===== src/rtl/fa_diag_pkg.sv =====
package fa_diag_pkg;

   localparam int unsigned GATE_COUNT = 5;

   // Gate indices; they set the bit order of the suspect mask.
   localparam int unsigned G_X1 = 0;
   localparam int unsigned G_X2 = 1;
   localparam int unsigned G_A1 = 2;
   localparam int unsigned G_A2 = 3;
   localparam int unsigned G_O1 = 4;

   // Index meaning "no gate overridden".
   localparam int unsigned G_NONE = GATE_COUNT;

   typedef struct packed {
      logic x;
      logic y;
      logic z;
   } fa_operands_t;

   typedef struct packed {
      logic sum;
      logic carry;
   } fa_outputs_t;

endpackage


===== src/rtl/fa_diag_model.sv =====
module fa_diag_model
   import fa_diag_pkg::*;
#(
   parameter int unsigned FORCE_IDX = G_NONE,
   parameter bit          FORCE_VAL = 1'b0
) (
   input  fa_operands_t ops,
   output fa_outputs_t  outs
);

   initial begin
      if (FORCE_IDX > G_NONE)
         $error("fa_diag_model: FORCE_IDX %0d out of range", FORCE_IDX);
   end

   logic n_mid;
   logic n_and_a;
   logic n_and_b;
   logic n_sum;
   logic n_carry;

   // Each gate is either its healthy function or the forced constant.
   generate
      if (FORCE_IDX == G_X1) begin : g_x1_forced
         assign n_mid = FORCE_VAL;
      end else begin : g_x1_ok
         assign n_mid = ops.x ^ ops.y;
      end

      if (FORCE_IDX == G_A1) begin : g_a1_forced
         assign n_and_a = FORCE_VAL;
      end else begin : g_a1_ok
         assign n_and_a = ops.z & n_mid;
      end

      if (FORCE_IDX == G_A2) begin : g_a2_forced
         assign n_and_b = FORCE_VAL;
      end else begin : g_a2_ok
         assign n_and_b = ops.x & ops.y;
      end

      if (FORCE_IDX == G_X2) begin : g_x2_forced
         assign n_sum = FORCE_VAL;
      end else begin : g_x2_ok
         assign n_sum = n_mid ^ ops.z;
      end

      if (FORCE_IDX == G_O1) begin : g_o1_forced
         assign n_carry = FORCE_VAL;
      end else begin : g_o1_ok
         assign n_carry = n_and_a | n_and_b;
      end
   endgenerate

   assign outs.sum   = n_sum;
   assign outs.carry = n_carry;

endmodule


===== src/rtl/fa_diag_judge.sv =====
module fa_diag_judge #(
   parameter int unsigned GATES = 5
) (
   input  logic [GATES-1:0] explains,
   input  logic             mismatch,
   output logic [GATES-1:0] mask,
   output logic             no_fault,
   output logic             one_hit,
   output logic             none_hit
);

   initial begin
      if (GATES < 2)
         $error("fa_diag_judge: GATES must be at least 2");
   end

   logic [$clog2(GATES+1)-1:0] hit_count;

   always_comb begin
      hit_count = '0;
      for (int i = 0; i < GATES; i++)
         hit_count = hit_count + {{($clog2(GATES+1)-1){1'b0}}, mask[i]};
   end

   // A matching observation is explained by every gate at its healthy value,
   // so the mask is cleared in that case.
   assign mask     = mismatch ? explains : '0;
   assign no_fault = ~mismatch;
   assign one_hit  = (hit_count == 1);
   assign none_hit = mismatch & (mask == '0);

   always_comb begin
      a_r7_flags_exclusive: assert ($onehot0({no_fault, one_hit, none_hit}))
         else $error("diagnosis flags overlap");
   end

endmodule


===== src/rtl/fa_single_fault_diag.sv =====
module fa_single_fault_diag
   import fa_diag_pkg::*;
#(
   parameter int unsigned GATES = 5
) (
   input  logic             clk,
   input  logic             rst_n,
   input  logic             req_valid,
   input  logic             in_x,
   input  logic             in_y,
   input  logic             in_z,
   input  logic             obs_sum,
   input  logic             obs_carry,
   output logic             res_valid,
   output logic [GATES-1:0] suspects,
   output logic             healthy,
   output logic             sole,
   output logic             unexplained
);

   initial begin
      if (GATES != GATE_COUNT)
         $error("fa_single_fault_diag: GATES must equal %0d", GATE_COUNT);
   end

   localparam int unsigned FORCE_CHOICES = 2;

   fa_operands_t ops;
   fa_outputs_t  seen;
   fa_outputs_t  ref_outs;

   assign ops  = '{x: in_x, y: in_y, z: in_z};
   assign seen = '{sum: obs_sum, carry: obs_carry};

   // Healthy prediction.
   fa_diag_model #(.FORCE_IDX(G_NONE), .FORCE_VAL(1'b0)) u_healthy (
      .ops  (ops),
      .outs (ref_outs)
   );

   logic [GATES-1:0][FORCE_CHOICES-1:0] reproduces;
   logic [GATES-1:0]                    explains;

   // One faulted copy of the adder per gate and per stuck value.
   generate
      for (genvar g = 0; g < GATES; g++) begin : g_gate
         for (genvar v = 0; v < FORCE_CHOICES; v++) begin : g_val
            fa_outputs_t faulted;
            fa_diag_model #(.FORCE_IDX(g), .FORCE_VAL(v[0])) u_model (
               .ops  (ops),
               .outs (faulted)
            );
            assign reproduces[g][v] = (faulted == seen);
         end
         assign explains[g] = |reproduces[g];
      end
   endgenerate

   logic             mismatch;
   logic [GATES-1:0] mask_d;
   logic             no_fault_d;
   logic             one_hit_d;
   logic             none_hit_d;

   assign mismatch = (ref_outs != seen);

   fa_diag_judge #(.GATES(GATES)) u_judge (
      .explains (explains),
      .mismatch (mismatch),
      .mask     (mask_d),
      .no_fault (no_fault_d),
      .one_hit  (one_hit_d),
      .none_hit (none_hit_d)
   );

   always_ff @(posedge clk or negedge rst_n) begin
      if (!rst_n) begin
         res_valid   <= 1'b0;
         suspects    <= '0;
         healthy     <= 1'b0;
         sole        <= 1'b0;
         unexplained <= 1'b0;
      end else begin
         res_valid <= req_valid;
         if (req_valid) begin
            suspects    <= mask_d;
            healthy     <= no_fault_d;
            sole        <= one_hit_d;
            unexplained <= none_hit_d;
         end
      end
   end

   // Assertions on the registered result against the captured request.
   a_r1_valid_follows: assert property (@(posedge clk) disable iff (!rst_n)
      req_valid |=> res_valid);

   a_r1_no_spurious_valid: assert property (@(posedge clk) disable iff (!rst_n)
      !req_valid |=> !res_valid);

   a_r2_match_is_healthy: assert property (@(posedge clk) disable iff (!rst_n)
      (req_valid && obs_sum == (in_x ^ in_y ^ in_z)
                 && obs_carry == ((in_x & in_y) | (in_z & (in_x | in_y))))
      |=> (healthy && suspects == '0));

   a_r4_sum_suspects: assert property (@(posedge clk) disable iff (!rst_n)
      (req_valid && obs_sum != (in_x ^ in_y ^ in_z))
      |=> (suspects[G_O1] == 1'b0 && suspects[G_A2] == 1'b0 && suspects[G_A1] == 1'b0));

   a_r5_carry_suspects: assert property (@(posedge clk) disable iff (!rst_n)
      (req_valid && obs_carry != ((in_x & in_y) | (in_z & (in_x | in_y))))
      |=> !suspects[G_X2]);

   a_r6_sole_count: assert property (@(posedge clk) disable iff (!rst_n)
      res_valid |-> (sole == ($countones(suspects) == 1)));

   a_r7_unexplained_empty: assert property (@(posedge clk) disable iff (!rst_n)
      (res_valid && unexplained) |-> (suspects == '0 && !healthy));

   a_r9_hold_idle: assert property (@(posedge clk) disable iff (!rst_n)
      !req_valid |=> ($stable(suspects) && $stable(healthy)
                      && $stable(sole) && $stable(unexplained)));

endmodule


===== config.mk =====
export PLATFORM = sky130hd
export DESIGN_NAME = fa_single_fault_diag
export DESIGN_NICKNAME = d
export VERILOG_FILES = /design/src/rtl/fa_diag_pkg.sv /design/src/rtl/fa_diag_model.sv /design/src/rtl/fa_diag_judge.sv /design/src/rtl/fa_single_fault_diag.sv
export SDC_FILE = /design/constraint.sdc
export NUM_CORES = 1
export LEC_CHECK = 0
export BUFFER_PORTS_ARGS = -buffer_cell sky130_fd_sc_hd__buf_2
export CAP_MARGIN = 20
export CORE_AREA = 2 2 39 41
export CTS_BUF_LIST = sky130_fd_sc_hd__clkbuf_4 sky130_fd_sc_hd__clkbuf_8
export DETAILED_ROUTE_END_ITERATION = 10
export DIE_AREA = 0 0 41 43
export HOLD_SLACK_MARGIN = 0.05
export MAX_ROUTING_LAYER = met4
export PLACE_DENSITY = 0.74
export SLEW_MARGIN = 20
export SYNTH_ARGS = -nofsm -noshare
export SYNTH_HDL_FRONTEND = slang
export SYNTH_SLANG_ARGS = --single-unit

===== constraint.sdc =====
create_clock -name clk -period 1.75 [get_ports clk]
set_input_delay 0.175 -clock clk [delete_from_list [all_inputs] [get_ports clk]]
set_output_delay 0.175 -clock clk [all_outputs]
set_load 0.05 [all_outputs]

==> summary.md <==
## Timing
* **Least-Margin Pin Slew** 0.246 ns
* **fmax** 0.343 GHz
* **final worst-path cycle share** 1.67
* **worst setup margin** -1.17 ns
* **shortest clock period the worst path allows after layout** 2.92 ns
* **number of setup violations in the final report** 1
* **worst-case headroom to the max-slew limit** 0.835
* **setup_tns** -1.17 ns
* **RSZ-0062 raised after global routing** true
* **hold slack** 0.162 ns
* **pins over their slew limit** 0
* **final hold violation count** 0
* **maximum clock skew at final layout** 0 ns

## Drt
* **average vias per placed instance** 4.78
* **post-detailed-route wirelength per cell** 10.5 um
* **Iter 0 DRT Violations** 11
* **length of the first detailed-routing pass in iterations** 4
* **routed wire length** 1220 um
* **DR vias** 554
* **DRC Markers** 0
* **DRT antenna net count** 0

## Synthesis
* **Netlist Area Pre-Place** 644 um^2
* **Post-Syn Nets** 82
* **area share of the largest cell type after synthesis** 0.350
* **most used flip-flop cell after synthesis** sky130_fd_sc_hd__dfrtp_1
* **most frequent cell after synthesis** sky130_fd_sc_hd__inv_1
* **part of the Yosys area used for sequential elements** 0.350
* **number of enable-type register cells in the synthesized netlist** 0
* **post-synth cell types** 27
* **cell types occupying the most area after synthesis** sky130_fd_sc_hd__dfrtp_1 (35%), sky130_fd_sc_hd__ha_1 (9.7%), sky130_fd_sc_hd__fa_1 (9.3%), sky130_fd_sc_hd__inv_1 (5.8%), sky130_fd_sc_hd__o21ai_0 (3.9%)
* **cells after synthesis** 66
* **flip-flop and latch count after synthesis** 9
* **average cell area after synthesis** 9.76 um^2
* **Async SR Flop Fraction** 1.00
* **Synth warnings** 0
* **list of most frequent post-synthesis cells** sky130_fd_sc_hd__inv_1 (10), sky130_fd_sc_hd__dfrtp_1 (9), sky130_fd_sc_hd__ha_1 (5), sky130_fd_sc_hd__nand2_1 (5), sky130_fd_sc_hd__o21ai_0 (5)
* **cell accounting for the most synthesized area** sky130_fd_sc_hd__dfrtp_1

## Run status
* **failing checks** negative setup slack
* **status** finished, violations left

## Clock network
* **CTS H-Tree Depth** 1
* **number of CTS-inserted buffers** 3
* **master cell of the clock root buffer** sky130_fd_sc_hd__clkbuf_4
* **clock insertion delay at the later pin of the skew report** 0.26 ns
* **clock slew at the register clock pins of the worst setup and hold paths** 0.06 ns
* **deepest clock path buffer count** 2
* **CTS tree** done
* **clock sink count** 9

## Pwr
* **sw frac** 0.420
* **P_leak** 0.478 nW
* **Comb power frac** 0.512
* **internal power component** 0.525 mW
* **Max rail drop VDD** 0.364 mV
* **fraction of power consumed by sequential logic** 0.291
* **net switching power** 0.379 mW
* **clock group share of total power** 0.197
* **pwr dens** 999 nW/um^2

## Global route
* **Most Used Layer, Global Route** met2
* **residual overflow from global routing** 0
* **largest net degree at the start of global routing** 15
* **met2 Resource Use GR** 0.325
* **wire length of the first global-routing pass** 2190 um
* **GR Util All Layers** 0.188
* **initial antenna violation count** 0
* **global routing met3 resource utilization** 0.0314
* **vias in the first global route** 559
* **met1 capacity usage during global routing** 0.186

## Finish
* **share of layout cells above drive strength 1** 0.490
* **Antenna Diode Count** 0
* **Nets** 117
* **layout overhead on the synthesized area** 40.4%
* **Finished Core Util** 0.654
* **final instance area** 905 um^2

## Floorplan
* **io pins** 17
* **Die ar.** 1760 um^2
* **Die H** 43 um
* **starting utilization of the core area** 0.466
* **die width** 41 um
* **Cell Rows** 14
* **Floorplan Core Area** 1380 um^2

## Place
* **Place WS** -1.49 ns
* **detailed placer's ending HPWL** 1060 um
* **cell area after placement** 852 um^2
* **IO buf count** 16
* **final weighted congestion in routability-driven placement** 0.692

## Critical path
* **worst stage delay on the critical path** 0.49 ns
* **critical path endpoint category** flip-flop
* **launching instance or port of the critical path** in_y
* **kind of launch point of the worst setup path** input port
* **list of cells traversed by the critical path** buf_2 -> inv_2 -> fa_2 -> nor3b_2 -> a211o_1 -> and2_1 -> ha_1 -> inv_1 -> fa_1 -> inv_1 -> ha_2 -> fa_1 -> nor2_1 -> nand3_1 -> o21ai_1
* **maximum fanout encountered on the critical timing path** 4
* **critical path required time** 1.89 ns
* **beginning of the worst register-to-register path** suspects[2]
* **data arrival time of the critical path** 3.06 ns
* **kind of critical path** in -> reg
* **CP max-delay cell** sky130_fd_sc_hd__fa_1

## Worst hold path
* **hold path startpoint** req_valid
* **Worst Hold Class** in -> reg

## Run
* **Max Cap Viol** 0

==> final cells by class <==
type	instances	area (um^2)
clock buffers	4	30.0
fillers	128	479
inverters	10	37.5
multi-input cells	44	369
flip-flops and latches	9	225
well taps	16	20.0
repair buffers	33	223
==> cells in the final DEF, fill, tap and decap left out, types with 3 or more instances in the layout <==
cell type | netlist | final
sky130_fd_sc_hd__buf_2 | 0 | 16
sky130_fd_sc_hd__buf_4 | 1 | 15
sky130_fd_sc_hd__dfrtp_1 | 9 | 9
sky130_fd_sc_hd__inv_1 | 10 | 7
sky130_fd_sc_hd__nand2_1 | 5 | 5
sky130_fd_sc_hd__nor2_1 | 4 | 4
sky130_fd_sc_hd__ha_1 | 5 | 4
sky130_fd_sc_hd__clkbuf_4 | 0 | 4
sky130_fd_sc_hd__inv_2 | 0 | 3
sky130_fd_sc_hd__o21ai_0 | 5 | 3
sky130_fd_sc_hd__nand3_1 | 3 | 3
==> stage by stage <==
stage,cells,total power [mW]
after global routing,116,0.967
after detailed placement,110,0.728
after CTS,115,0.904
after global placement,110,0.701
final,116,0.904
after floorplan,66,0.578
==> layer usage <==
metal / vias to the layer above / part of all wire
met5: - / 0
met4: 0 / 0.020
met3: 4 / 0.048
met2: 19 / 0.54
met1: 248 / 0.39
li1: 283 / -
==> worst max-delay path: cells and delay by family <==
kind / cells / cell delay [ns]
AO/OA/AOI/OAI: 2 / 0.35
buffers and inverters: 4 / 0.26
adder cells (fa/ha/maj): 5 / 1.85
AND/OR/NAND/NOR: 4 / 0.43
==> logic make-up after synthesis <==
logic type,synth area share
AO/OA/AOI/OAI,0.109
XOR/XNOR,0.0524
adder cells (fa/ha/maj),0.190
buffers and inverters,0.0932
flip-flops,0.350
multiplexers,0.0582
AND/OR/NAND/NOR,0.148
==> what timing repair did <==
| item | 4_1_cts | 5_1_grt |
|---|---|---|
| buffers inserted | 0 | 1 |
| endpoints found under the setup margin | 1 | 1 |
| hold buffers | 1 | 0 |
| pin swaps | 2 | 1 |
| hold endpoints to repair | 9 | 0 |
| resized for setup | 3 | 1 |
==> registers in the layout, summed over array words and instances, names as in the netlist <==
| name | cells |
|---|---|
| suspects | 5 |
| unexplained | 1 |
| sole | 1 |
| res_valid | 1 |
| healthy | 1 |
==> power groups by stage <==
stage	registers [mW]	logic (mW)	clock network, mW
2_1_floorplan	0.406	0.172	0
3_3_place_gp	0.266	0.435	0
3_5_place_dp	0.267	0.461	0
4_1_cts	0.263	0.466	0.176
5_1_grt	0.269	0.510	0.188
6_report	0.263	0.463	0.178
==> path summary, 6_finish.rpt <==
path                                     to  slack (ns)  cells after the start
min in group asynchronous       suspects[2]        0.28                      2
worst min register to register  suspects[3]        0.50                      1
worst min-delay path              res_valid        0.16                      1
max in group asynchronous       suspects[1]        1.30                      2
worst max register to register  suspects[2]        0.92                      2
worst max-delay path                   sole       -1.17                     15
Power figures use the tool's default switching activity.
